**src/rtl/band_row_sequencer.sv**
```systemverilog
module band_row_sequencer #(
  parameter int ROWS     = 20,
  parameter int BANDS    = 42,
  parameter int RAMP_CYC = 512,
  parameter int LEN_W    = 20,
  localparam int ROW_W   = (ROWS  > 1) ? $clog2(ROWS)  : 1,
  localparam int BAND_W  = (BANDS > 1) ? $clog2(BANDS) : 1
) (
  input  logic              clk,
  input  logic              rst,
  input  logic              frame_start,
  input  logic [LEN_W-1:0]  int_len,
  output logic [BAND_W-1:0] band_addr,
  output logic [ROW_W-1:0]  row_idx,
  output logic [ROWS-1:0]   row_rst,
  output logic [ROWS-1:0]   row_xfer,
  output logic [ROWS-1:0]   sel_north,
  output logic [ROWS-1:0]   sel_south,
  output logic              ramp_run,
  output logic              copy_stb
);
  localparam logic [LEN_W-1:0]  TREAD    = LEN_W'(ROWS * (RAMP_CYC + 1));
  localparam logic [LEN_W-1:0]  RAMP_END = LEN_W'(RAMP_CYC - 1);
  localparam logic [ROW_W-1:0]  ROW_END  = ROW_W'(ROWS - 1);
  localparam logic [BAND_W-1:0] BAND_END = BAND_W'(BANDS - 1);

  typedef enum logic [2:0] {S_IDLE, S_RST, S_INTG, S_XFER, S_CONV, S_COPY} st_t;

  st_t               st;
  logic [BAND_W-1:0] band_q;
  logic [ROW_W-1:0]  row_q;
  logic [LEN_W-1:0]  cnt_q;
  logic [LEN_W-1:0]  len_q;
  logic              reading;

  always_ff @(posedge clk) begin
    if (rst) begin
      st     <= S_IDLE;
      band_q <= '0;
      row_q  <= '0;
      cnt_q  <= '0;
      len_q  <= TREAD;
    end else begin
      case (st)
        S_IDLE: if (frame_start) begin
          st     <= S_RST;
          band_q <= '0;
          row_q  <= '0;
          len_q  <= (int_len < TREAD) ? TREAD : int_len;
        end
        S_RST: begin
          st    <= S_INTG;
          cnt_q <= '0;
        end
        S_INTG: begin
          if (cnt_q == len_q - 1'b1) st <= S_XFER;
          else cnt_q <= cnt_q + 1'b1;
        end
        S_XFER: begin
          st    <= S_CONV;
          row_q <= '0;
          cnt_q <= '0;
        end
        S_CONV: begin
          if (cnt_q == RAMP_END) st <= S_COPY;
          else cnt_q <= cnt_q + 1'b1;
        end
        S_COPY: begin
          cnt_q <= '0;
          if (row_q == ROW_END) begin
            row_q <= '0;
            if (band_q == BAND_END) begin
              st     <= S_IDLE;
              band_q <= '0;
            end else begin
              st     <= S_RST;
              band_q <= band_q + 1'b1;
            end
          end else begin
            row_q <= row_q + 1'b1;
            st    <= S_CONV;
          end
        end
        default: st <= S_IDLE;
      endcase
    end
  end

  assign reading   = (st == S_CONV) || (st == S_COPY);
  assign band_addr = band_q;
  assign row_idx   = row_q;
  assign row_rst   = {ROWS{st == S_RST}};
  assign row_xfer  = {ROWS{st == S_XFER}};
  assign sel_north = reading ? (ROWS'(1) << row_q) : '0;
  assign sel_south = sel_north;
  assign ramp_run  = (st == S_CONV);
  assign copy_stb  = (st == S_COPY);
endmodule

```
**config.mk**
```make
export PLATFORM = sky130hd
export DESIGN_NAME = band_row_sequencer
export DESIGN_NICKNAME = d
export VERILOG_FILES = /design/src/rtl/band_row_sequencer.sv
export SDC_FILE = /design/constraint.sdc
export NUM_CORES = 1
export LEC_CHECK = 0
export BUFFER_PORTS_ARGS = -buffer_cell sky130_fd_sc_hd__buf_2
export CORE_UTILIZATION = 53
export DETAILED_ROUTE_END_ITERATION = 10
export GPL_ROUTABILITY_DRIVEN = 1
export PLACE_DENSITY = 0.79
export SYNTH_ARGS = -nofsm -noshare
export SYNTH_HDL_FRONTEND = slang
export SYNTH_SLANG_ARGS = --single-unit
```
**constraint.sdc**
```tcl
create_clock -name clk -period 3.15 [get_ports clk]
set_input_delay 0 -clock clk [delete_from_list [all_inputs] [get_ports clk]]
set_output_delay 0 -clock clk [all_outputs]
set_load 0.03 [all_outputs]
```
==> summary.txt, run 1 <==
Status
  • Outcome: completed

Drt
  • Antenna-violating nets left: 0
  • Avg Vias per Cell: 5.83
  • DR WL/cell: 15.6 um
  • Initial detailed-routing violation count: between 300 and 400
  • Drt drc: 0
  • Vias: 4,074
  • TritonRoute pass-1 iters: 5
  • Routed wire length: 10,900 um

Synthesis
  • YS warnings: 0
  • Sequential fraction of the synthesis area: 0.267
  • Mean area per synthesized cell: 7.64 um^2
  • Commonest cells in the netlist: buf_4, nand2_1, dfxtp_1
  • Gate Count Post-Synth: 530
  • Net Count, Synth: 563
  • Leading area contributor after synthesis: dfxtp_1
  • Synth area leaders: dfxtp_1, buf_4, nand2_1, nor2_1, xnor2_1
  • Post-synthesis cell type count: 63
  • EDFF count, synth: 0
  • Synth top area share: 0.267
  • Most frequent cell after synthesis: buf_4
  • #FFs+latches synth: 54
  • Async S/R FF share, synth: 0
  • Post-Syn Area: 4050 um^2
  • Main flop type after synthesis: dfxtp_1

STA
  • Max_slew headroom: 0.376
  • Final setup vio count: 0
  • Slew Limit Fails: 0
  • Period utilisation layout: 0.968
  • Unrepaired setup endpoints after global routing: true
  • Max Fclk: 328 MHz
  • Hold slack: between 0.1 and 0.15 ns
  • Fin. Hold Viols: 0
  • Crit path time final: 3.05 ns
  • Worst slew pin tran: 0.936 ns
  • Skew final: 0.00797 ns

Setup path
  • Crit path launch type: register
  • Worst r2r dst: cnt_q[18]
  • Slowest stage delay, CP: 0.53 ns
  • RR Startpoint: len_q[0]
  • Critical Path RT: 3.36 ns
  • Worst reg-to-reg setup slack: 0.10 ns
  • Worst Reg-to-Reg Cells: 11
  • Critical path's top delay family: simple AND/OR/NAND/NOR gates
  • CP arrival: 3.26 ns
  • Crit path max-delay cell type: or4_4
  • Buffers & Inverters on Critical Path: 2
  • Worst-path maximum fanout: 15
  • Setup Crit Path Kind: reg -> reg
  • Worst Setup End Kind: register
  • Crit path cell chain: inv_1 > ha_1 > nor4b_4 > buf_4 > nand4b_1 > xnor2_1 > o21ai_0 > a2bb2oi_2 > and4bb_4 > or4_4 > mux2i_1
  • Worst Setup SP: len_q[0]

Power
  • Total leakage power: 2.07 nW
  • Power per cell area: 473 nW/um^2
  • Final Power: 2.19 mW
  • Peak supply drop: 0.293 mV

Floorplanning
  • Die H: approximately 89 um
  • Core footprint: 7330 um^2
  • Initial Util: 0.552
  • Io pins: roughly 120
  • Chip Width: roughly 89 um
  • Die footprint: about 8000 um^2
  • FP Rows: 31

Cells and area
  • Layout Cell Area excl Fill: ~4600 um^2
  • Layout net count: approximately 630
  • Layout cells sized above 1: 0.257
  • Fin util: 0.630
  • Area Growth Syn to Fin: 14.1%
  • Final std cells w/o fill: 699
  • Footprint of the multi-input gates: 2380 um^2
  • Ant. Diodes: 0
  • Fillers: 654
  • Sequential cell area: 1080 um^2

CTS
  • H-tree depth: 2
  • CTS tree: done
  • CTS clk-pin slew, worst paths: ~0.10 ns
  • Root Driver: clkbuf_8
  • Maximum clock path buffer count: 2
  • CTS sink cnt: 54
  • Clk Latency, worst-skew pair: 0.32 ns
  • CTS buffer count: 5

Job
  • Max-Cap Viols: 0

Placed design
  • Dpl cells: 667
  • HPWL after DPL: approximately 7700 um
  • IO Port Bufs: 115
  • Placer Congestion: 0.877
  • Placed cell area: 4250 um^2

Worst hold path
  • HP Start: rst
  • HP Class: in -> reg
  • Hold path cells: 2
  • Min-Delay Endpoint: st[2]

Global route
  • First-pass GRT wire length: roughly 17,000 um
  • Congestion Overflow GR: 0
  • Vias in the first global route: 3,480
  • Antenna violations before repair: 0
  • Gr usage total: 0.271
  • Largest net degree at the start of global routing: 30
worst max path at each step:
stage	endpoint	slack (ns)	cells past startpoint
2_1_floorplan	cnt_q[18]	0.24	13
3_3_place_gp	cnt_q[1]	0.17	10
3_5_place_dp	cnt_q[18]	0.07	10
4_1_cts	cnt_q[18]	0.02	10
5_1_grt	cnt_q[9]	-0.04	11
6_report	cnt_q[18]	0.10	11
what timing repair did:
item	CTS	global route
buffers inserted	0	3
hold endpoints to repair	20	0
resized for setup	0	4
setup endpoints to repair	0	20
hold buffers	20	0
per-layer routing:
layer,global-route usage,up-vias,routed length [um]
met3,0.0406,26,568
met4,0.0895,0,267
met1,0.312,1887,4510
li1,-,1973,-
met2,0.508,188,5570
met5,0,-,0
logic make-up (layout without fill, tap and decap cells):
kind of cell | Yosys count | in the layout | synth area share
xor+xnor | 30 | 30 | 0.0649
fa+ha+maj | 10 | 10 | 0.0309
mux | 4 | 4 | 0.00989
buf+inv | 101 | 170 | 0.154
simple gates | 238 | 239 | 0.324
flops | 54 | 54 | 0.267
compound gates | 93 | 93 | 0.150
metrics by stage:
step                      TNS, ns  setup slack, ns
after floorplan                 0            0.240
after global placement          0            0.166
after detailed placement        0           0.0702
after CTS                       0           0.0247
after global routing      -0.0984          -0.0397
final                           0            0.102
final cells by class:
type | instances | area share
multi-input combinational | 376 | 0.515
sequential | 54 | 0.234
timing repair buffer | 148 | 0.189
tap | 99 | 0.0268
clock buffer | 5 | 0.0149
inverter | 14 | 0.0114
clock inverter | 3 | 0.00867
power by group:
part | leakage (nW) | total, mW | switching, mW | internal (mW)
clock network | 0.0579 | 0.468 | 0.234 | 0.234
logic | 1.57 | 0.877 | 0.582 | 0.295
registers | 0.439 | 0.842 | 0.108 | 0.734
registers in the layout, indices dropped and copies added (netlist names):
signal / flops
st: 3
cnt_q: 20
band_addr: 6
len_q: 20
row_idx: 5
layout by cell type, fill, tap and decap left out, types with 9 or more instances in the layout:
cell type / instances
nand4_1: 12
dlygate4sd3_1: 20
inv_1: 13
nand2_1: 57
xnor2_1: 19
or3_1: 13
ha_1: 10
nand3_1: 15
a21oi_1: 25
o21ai_0: 10
nor3_1: 16
a22oi_1: 9
and3_1: 12
dfxtp_1: 54
xor2_1: 11
nor2_1: 52
buf_4: 13
o21ai_1: 9
buf_2: 115
(Power assumes the default switching activity.)
==> run 2: changes to the inputs <==
--- a/config.mk
+++ b/config.mk
@@ -6,10 +6,10 @@
 export NUM_CORES = 1
 export LEC_CHECK = 0
 export BUFFER_PORTS_ARGS = -buffer_cell sky130_fd_sc_hd__buf_2
-export CORE_UTILIZATION = 53
+export CORE_UTILIZATION = 27
 export DETAILED_ROUTE_END_ITERATION = 10
 export GPL_ROUTABILITY_DRIVEN = 1
-export PLACE_DENSITY = 0.79
+export PLACE_DENSITY = 0.45
 export SYNTH_ARGS = -nofsm -noshare
 export SYNTH_HDL_FRONTEND = slang
 export SYNTH_SLANG_ARGS = --single-unit
==> run 2 against run 1 <==
Against the previous run: die area grew 94%; combinational power rose by 0.6%; worst hold slack improved by 0.015 ns; largest power group unchanged.
==> summary.txt, run 2 (synthesis results as in run 1) <==
Cells and area
  • Fin util: 0.334
  • Area Growth Syn to Fin: 20.3%
  • Ant. Diodes: 0
  • Layout net count: 634
  • Leading cell type in the layout, fill and taps excluded: buf_2
  • Most frequent cells in the layout: buf_2, nand2_1, dfxtp_1
  • Layout cells sized above 1: 0.267
  • Fillers: 1,540

Status
  • Outcome: completed

Floorplanning
  • Io pins: 116
  • Chip Width: 124 um
  • Initial Util: 0.278
  • Core footprint: approximately 15,000 um^2
  • Die H: 124 um
  • FP Rows: 44
  • Die footprint: 15,500 um^2

STA
  • Max_slew headroom: 0.393
  • Fin. Hold Viols: 0
  • Crit path time final: 3.03 ns
  • Setup TNS: 0 ns
  • Worst slew pin tran: 0.909 ns
  • Period utilisation layout: 0.963
  • Max Fclk: 330 MHz
  • Slew Limit Fails: 0
  • Unrepaired setup endpoints after global routing: false
  • Final setup vio count: 0
  • Skew final: 0.00741 ns

Setup path
  • Critical path's top delay family: simple AND/OR/NAND/NOR gates
  • Worst-path maximum fanout: 29
  • Critical Path RT: 3.34 ns
  • Worst Setup End Kind: register
  • Setup Crit Path Kind: reg -> reg
  • Crit path launch type: register
  • Buffers & Inverters on Critical Path: 3
  • Crit path max-delay cell type: or4b_4
  • CP arrival: 3.22 ns
  • Slowest stage delay, CP: 0.53 ns
  • Crit path cell chain: inv_2 > ha_4 > or4b_4 > o311ai_4 > o41ai_2 > o22ai_1 > nor4b_2 > buf_4 > and4bb_4 > buf_12 > or4_4 > mux2i_1

CTS
  • Clk Latency, worst-skew pair: 0.30 ns
  • CTS sink cnt: 54
  • Maximum clock path buffer count: 2
  • H-tree depth: 2
  • Root Driver: clkbuf_16
  • CTS clk-pin slew, worst paths: 0.07 ns
  • CTS tree: done
  • CTS buffer count: 5

Drt
  • DR WL met2: 5400 um
  • WL met3: between 400 and 500 um
  • Avg Vias per Cell: 5.01
  • Vias: about 4,000
  • TritonRoute pass-1 iters: 4
  • DR WL/cell: 14.3 um
  • Drt drc: 0
  • Antenna-violating nets left: 0
  • Routed wire length: 11,300 um
  • WL met1: 5220 um
  • Top sig layer: met4
  • Initial detailed-routing violation count: between 150 and 200

Global route
  • Congestion Overflow GR: 0
  • Gr usage total: 0.145
  • Vias in the first global route: 3,631
  • First-pass GRT wire length: 18,400 um
  • Antenna violations before repair: 0
  • Largest net degree at the start of global routing: 30

Placed design
  • Placer Congestion: 0.846
  • IO Port Bufs: around 120
  • HPWL after DPL: ~8400 um

Power
  • Total leakage power: 2.13 nW
  • Power per cell area: 507 nW/um^2
  • Peak supply drop: 0.243 mV

Job
  • Max-Cap Viols: 0

Worst hold path
  • HP Class: in -> reg
## run 2: cell count changes in the layout (fill, tap and decap cells not counted), sizes merged
cell	previous run	this run
and4bb	2	1
buf	128	131
bufinv	1	2
clkbuf	5	6
clkinv	2	0
## run 2: worst paths after layout
kind                            slack (ns)  cells after the start   startpoint         to
worst min-delay path                  0.15                      4  frame_start      st[0]
worst min register to register        0.48                      2    len_q[19]  len_q[19]
worst max register to register        0.12                     12     len_q[1]  cnt_q[18]
worst max-delay path                  0.12                     12     len_q[1]  cnt_q[18]
## run 2: what timing repair did
action / 4_1_cts / 5_1_grt
endpoints found under the hold margin: 20 / 0
setup endpoints to repair: 0 / 20
hold buffers: 20 / 0
buffers inserted: 0 / 1
resized for setup: 0 / 9
## run 2: layout make-up
| cell class | instances | area, um^2 | area share |
|---|---|---|---|
| flip-flops and latches | 54 | 1080 | 0.222 |
| clock buffers | 6 | 139 | 0.0285 |
| inverters | 14 | 52.6 | 0.0108 |
| clock inverters | 2 | 60.1 | 0.0123 |
| well taps | 184 | 230 | 0.0473 |
| repair buffers | 151 | 908 | 0.186 |
| multi-input cells | 375 | 2400 | 0.493 |
## run 2: routing by layer
layer | vias up | global-route usage
li1 | 1973 | -
met1 | 1835 | 0.185
met2 | 115 | 0.247
met3 | 12 | 0.0262
met4 | 0 | 0.0461
met5 | - | 0
## run 2: tightest hold or removal path, cell delays in order
cell and delay, ns:
buf_2 0.11, nor4_1 0.05, nor3_1 0.10, and3_1 0.16
## run 2: stage by stage
step / cell area (um^2) / worst slack, ns / total power [mW] / cells / hold WS (ns)
2_1_floorplan: 4050 / 0.240 / 1.58 / 530 / 0.124
3_3_place_gp: 4410 / 0.195 / 1.70 / 757 / 0.224
3_5_place_dp: 4410 / 0.0685 / 1.71 / 757 / 0.232
4_1_cts: 4810 / 0.0458 / 2.48 / 785 / 0.154
5_1_grt: 4870 / 0.00149 / 2.62 / 786 / 0.191
6_report: 4870 / 0.118 / 2.47 / 786 / 0.153
## run 2: power breakdown
part / internal [mW] / switching, mW
combinational: 0.301 / 0.581
sequential: 0.734 / 0.110
clock: 0.478 / 0.265
total: 1.51 / 0.955
==> run 3: changes to the inputs <==
--- a/config.mk
+++ b/config.mk
@@ -7,9 +7,12 @@
 export LEC_CHECK = 0
 export BUFFER_PORTS_ARGS = -buffer_cell sky130_fd_sc_hd__buf_2
 export CORE_UTILIZATION = 27
+export CTS_CLUSTER_SIZE = 24
 export DETAILED_ROUTE_END_ITERATION = 10
 export GPL_ROUTABILITY_DRIVEN = 1
 export PLACE_DENSITY = 0.45
+export REMOVE_ABC_BUFFERS = 1
+export SKIP_LAST_GASP = 1
 export SYNTH_ARGS = -nofsm -noshare
 export SYNTH_HDL_FRONTEND = slang
 export SYNTH_SLANG_ARGS = --single-unit
==> run 3 against run 2 <==
Against the previous run: clock power decreased by 18%; cell count increased by 0.13%; critical path depth decreased by 1; via count increased by 0.38%; die area unchanged; combinational power increased by 2%; sequential share of layout area increased by 0.29 points; utilization decreased by 0.39 points; highest routed layer unchanged.
==> summary.txt, run 3 (synthesis results as in run 1) <==
Setup path
  • Slowest stage delay, CP: 0.52 ns
  • Crit path max-delay cell type: or4b_4
  • Critical Path RT: 3.38 ns
  • Worst Setup End Kind: register
  • Worst reg-to-reg setup slack: 0.12 ns
  • CP arrival: 3.26 ns
  • Critical path's top delay family: simple AND/OR/NAND/NOR gates
  • Worst r2r dst: cnt_q[16]
  • CP endpoint: cnt_q[16]
  • Stages on worst setup path: 11
  • Worst Setup SP: len_q[1]
  • Crit path cell chain: inv_1 > ha_2 > or4b_4 > o311ai_2 > o41ai_1 > o22ai_1 > nor4b_4 > buf_4 > and4bb_2 > or4_1 > a21oi_1
  • Buffers & Inverters on Critical Path: 2
  • Crit path launch type: register
  • RR Startpoint: len_q[1]
  • Worst-path maximum fanout: 7
  • Worst Reg-to-Reg Cells: 11
  • Setup Crit Path Kind: reg -> reg

Worst hold path
  • HP Class: in -> reg

Floorplanning
  • Core footprint: approximately 15,000 um^2
  • Die footprint: 15,500 um^2
  • FP Rows: 44
  • Die H: about 120 um
  • Initial Util: 0.278
  • Io pins: between 100 and 150
  • Chip Width: ~120 um

Power
  • Logic pwr share: 0.382
  • Seq pwr share: 0.358
  • Clk pwr share: 0.260
  • Total leakage power: 2.11 nW
  • Sw Ratio: 0.412
  • P_int: 1.38 mW
  • Power per cell area: 488 nW/um^2
  • Sw power: 0.968 mW
  • Peak supply drop: 0.315 mV

CTS
  • H-tree depth: 2
  • CTS clk-pin slew, worst paths: roughly 0.080 ns
  • Root Driver: clkbuf_16
  • Clk Latency, worst-skew pair: 0.29 ns
  • Maximum clock path buffer count: 2
  • CTS sink cnt: 54
  • CTS buffer count: 5
  • CTS tree: done

Drt
  • Routed wire length: 11,800 um
  • Initial detailed-routing violation count: 202
  • Drt drc: 0
  • Antenna-violating nets left: 0
  • TritonRoute pass-1 iters: 4
  • DR WL/cell: about 15 um
  • Avg Vias per Cell: roughly 5.0
  • Vias: 3,950

STA
  • Period utilisation layout: 0.963
  • Slew Limit Fails: 0
  • Skew final: a little under 0.01 ns
  • Final setup vio count: 0
  • Crit path time final: ~3.0 ns
  • Unrepaired setup endpoints after global routing: false
  • Worst slew pin tran: just under 0.9 ns
  • Max_slew headroom: 0.407
  • Fin. Hold Viols: 0
  • Hold slack: 0.168 ns
  • Max Fclk: 330 MHz
  • Worst setup margin: about 0.12 ns

Global route
  • First-pass GRT wire length: 18,400 um
  • Congestion Overflow GR: 0
  • Vias in the first global route: around 3,600
  • Gr usage total: 0.142
  • Antenna violations before repair: 0
  • Largest net degree at the start of global routing: 30

Placed design
  • HPWL after DPL: a little under 9000 um
  • IO Port Bufs: 115
  • Post-place setup slack: 0.0727 ns
  • Placer Congestion: 0.831

Cells and area
  • Most frequent cells in the layout: buf_2, nand2_1, dfxtp_1
  • Fillers: 1,563
  • Ant. Diodes: 0
  • Sequential cell area: 1080 um^2
  • Area Growth Syn to Fin: 18.9%
  • Layout cells sized above 1: 0.262
  • Leading cell type in the layout, fill and taps excluded: buf_2
  • Footprint of the multi-input gates: 2400 um^2
  • Layout net count: 635

Status
  • Outcome: completed

Job
  • Max-Cap Viols: 0
-- run 3: final cells by class --
cell class,instances,share of cell area
inverter,14,0.0109
multi-input combinational,377,0.498
clock inverter,1,0.00182
tap,184,0.0478
timing repair buffer,150,0.185
sequential,54,0.225
clock buffer,7,0.0317
-- run 3: worst reg2reg max path: stages, from the launching register on --
cell and delay, ns:
dfxtp_1 0.35, inv_1 0.07, ha_2 0.20, or4b_4 0.52
o311ai_2 0.30, o41ai_1 0.13, o22ai_1 0.26, nor4b_4 0.09
buf_4 0.15, and4bb_2 0.29, or4_1 0.48, a21oi_1 0.14
-- run 3: stage by stage --
step,util,TNS [ns],cells,total power [mW],cell area [um^2]
3_5_place_dp,0.301,0,756,1.71,4390
6_report,0.330,0,787,2.35,4810
2_1_floorplan,-,-297.40,443,1.37,3480
4_1_cts,0.326,0,784,2.34,4750
5_1_grt,0.330,0,787,2.48,4810
3_3_place_gp,0.301,0,756,1.71,4390
-- run 3: how the worst min path moves through the flow --
stage                     startpoint            to  slack, ns  cells after the start
final                            rst  band_addr[1]       0.17                      2
after global routing             rst    row_idx[1]       0.19                      2
after CTS                        rst  band_addr[1]       0.17                      2
after detailed placement  int_len[0]      len_q[0]       0.25                      3
after global placement    int_len[4]      len_q[4]       0.23                      3
after floorplan                  rst     len_q[12]       0.07                      1
-- run 3: timing repair --
item	4_1_cts	5_1_grt
buffers inserted	0	1
hold buffers	20	0
resized for setup	0	7
setup endpoints to repair	0	20
hold endpoints to repair	20	0
-- run 3: per-layer routing --
| metal | vias to the layer above | global-route usage | routed length [um] |
|---|---|---|---|
| met2 | 102 | 0.227 | 5340 |
| met5 | - | 0 | 0 |
| met3 | 13 | 0.0185 | 541 |
| met4 | 0 | 0.0191 | 105 |
| li1 | 1981 | - | - |
| met1 | 1854 | 0.208 | 5850 |
-- run 3: power by group through the flow --
| stage | sequential [mW] | combinational [mW] | clock (mW) |
|---|---|---|---|
| 6_report | 0.841 | 0.898 | 0.610 |
| 2_1_floorplan | 0.838 | 0.532 | 0 |
| 5_1_grt | 0.856 | 0.972 | 0.654 |
| 4_1_cts | 0.837 | 0.881 | 0.625 |
| 3_5_place_dp | 0.853 | 0.858 | 0 |
| 3_3_place_gp | 0.853 | 0.855 | 0 |
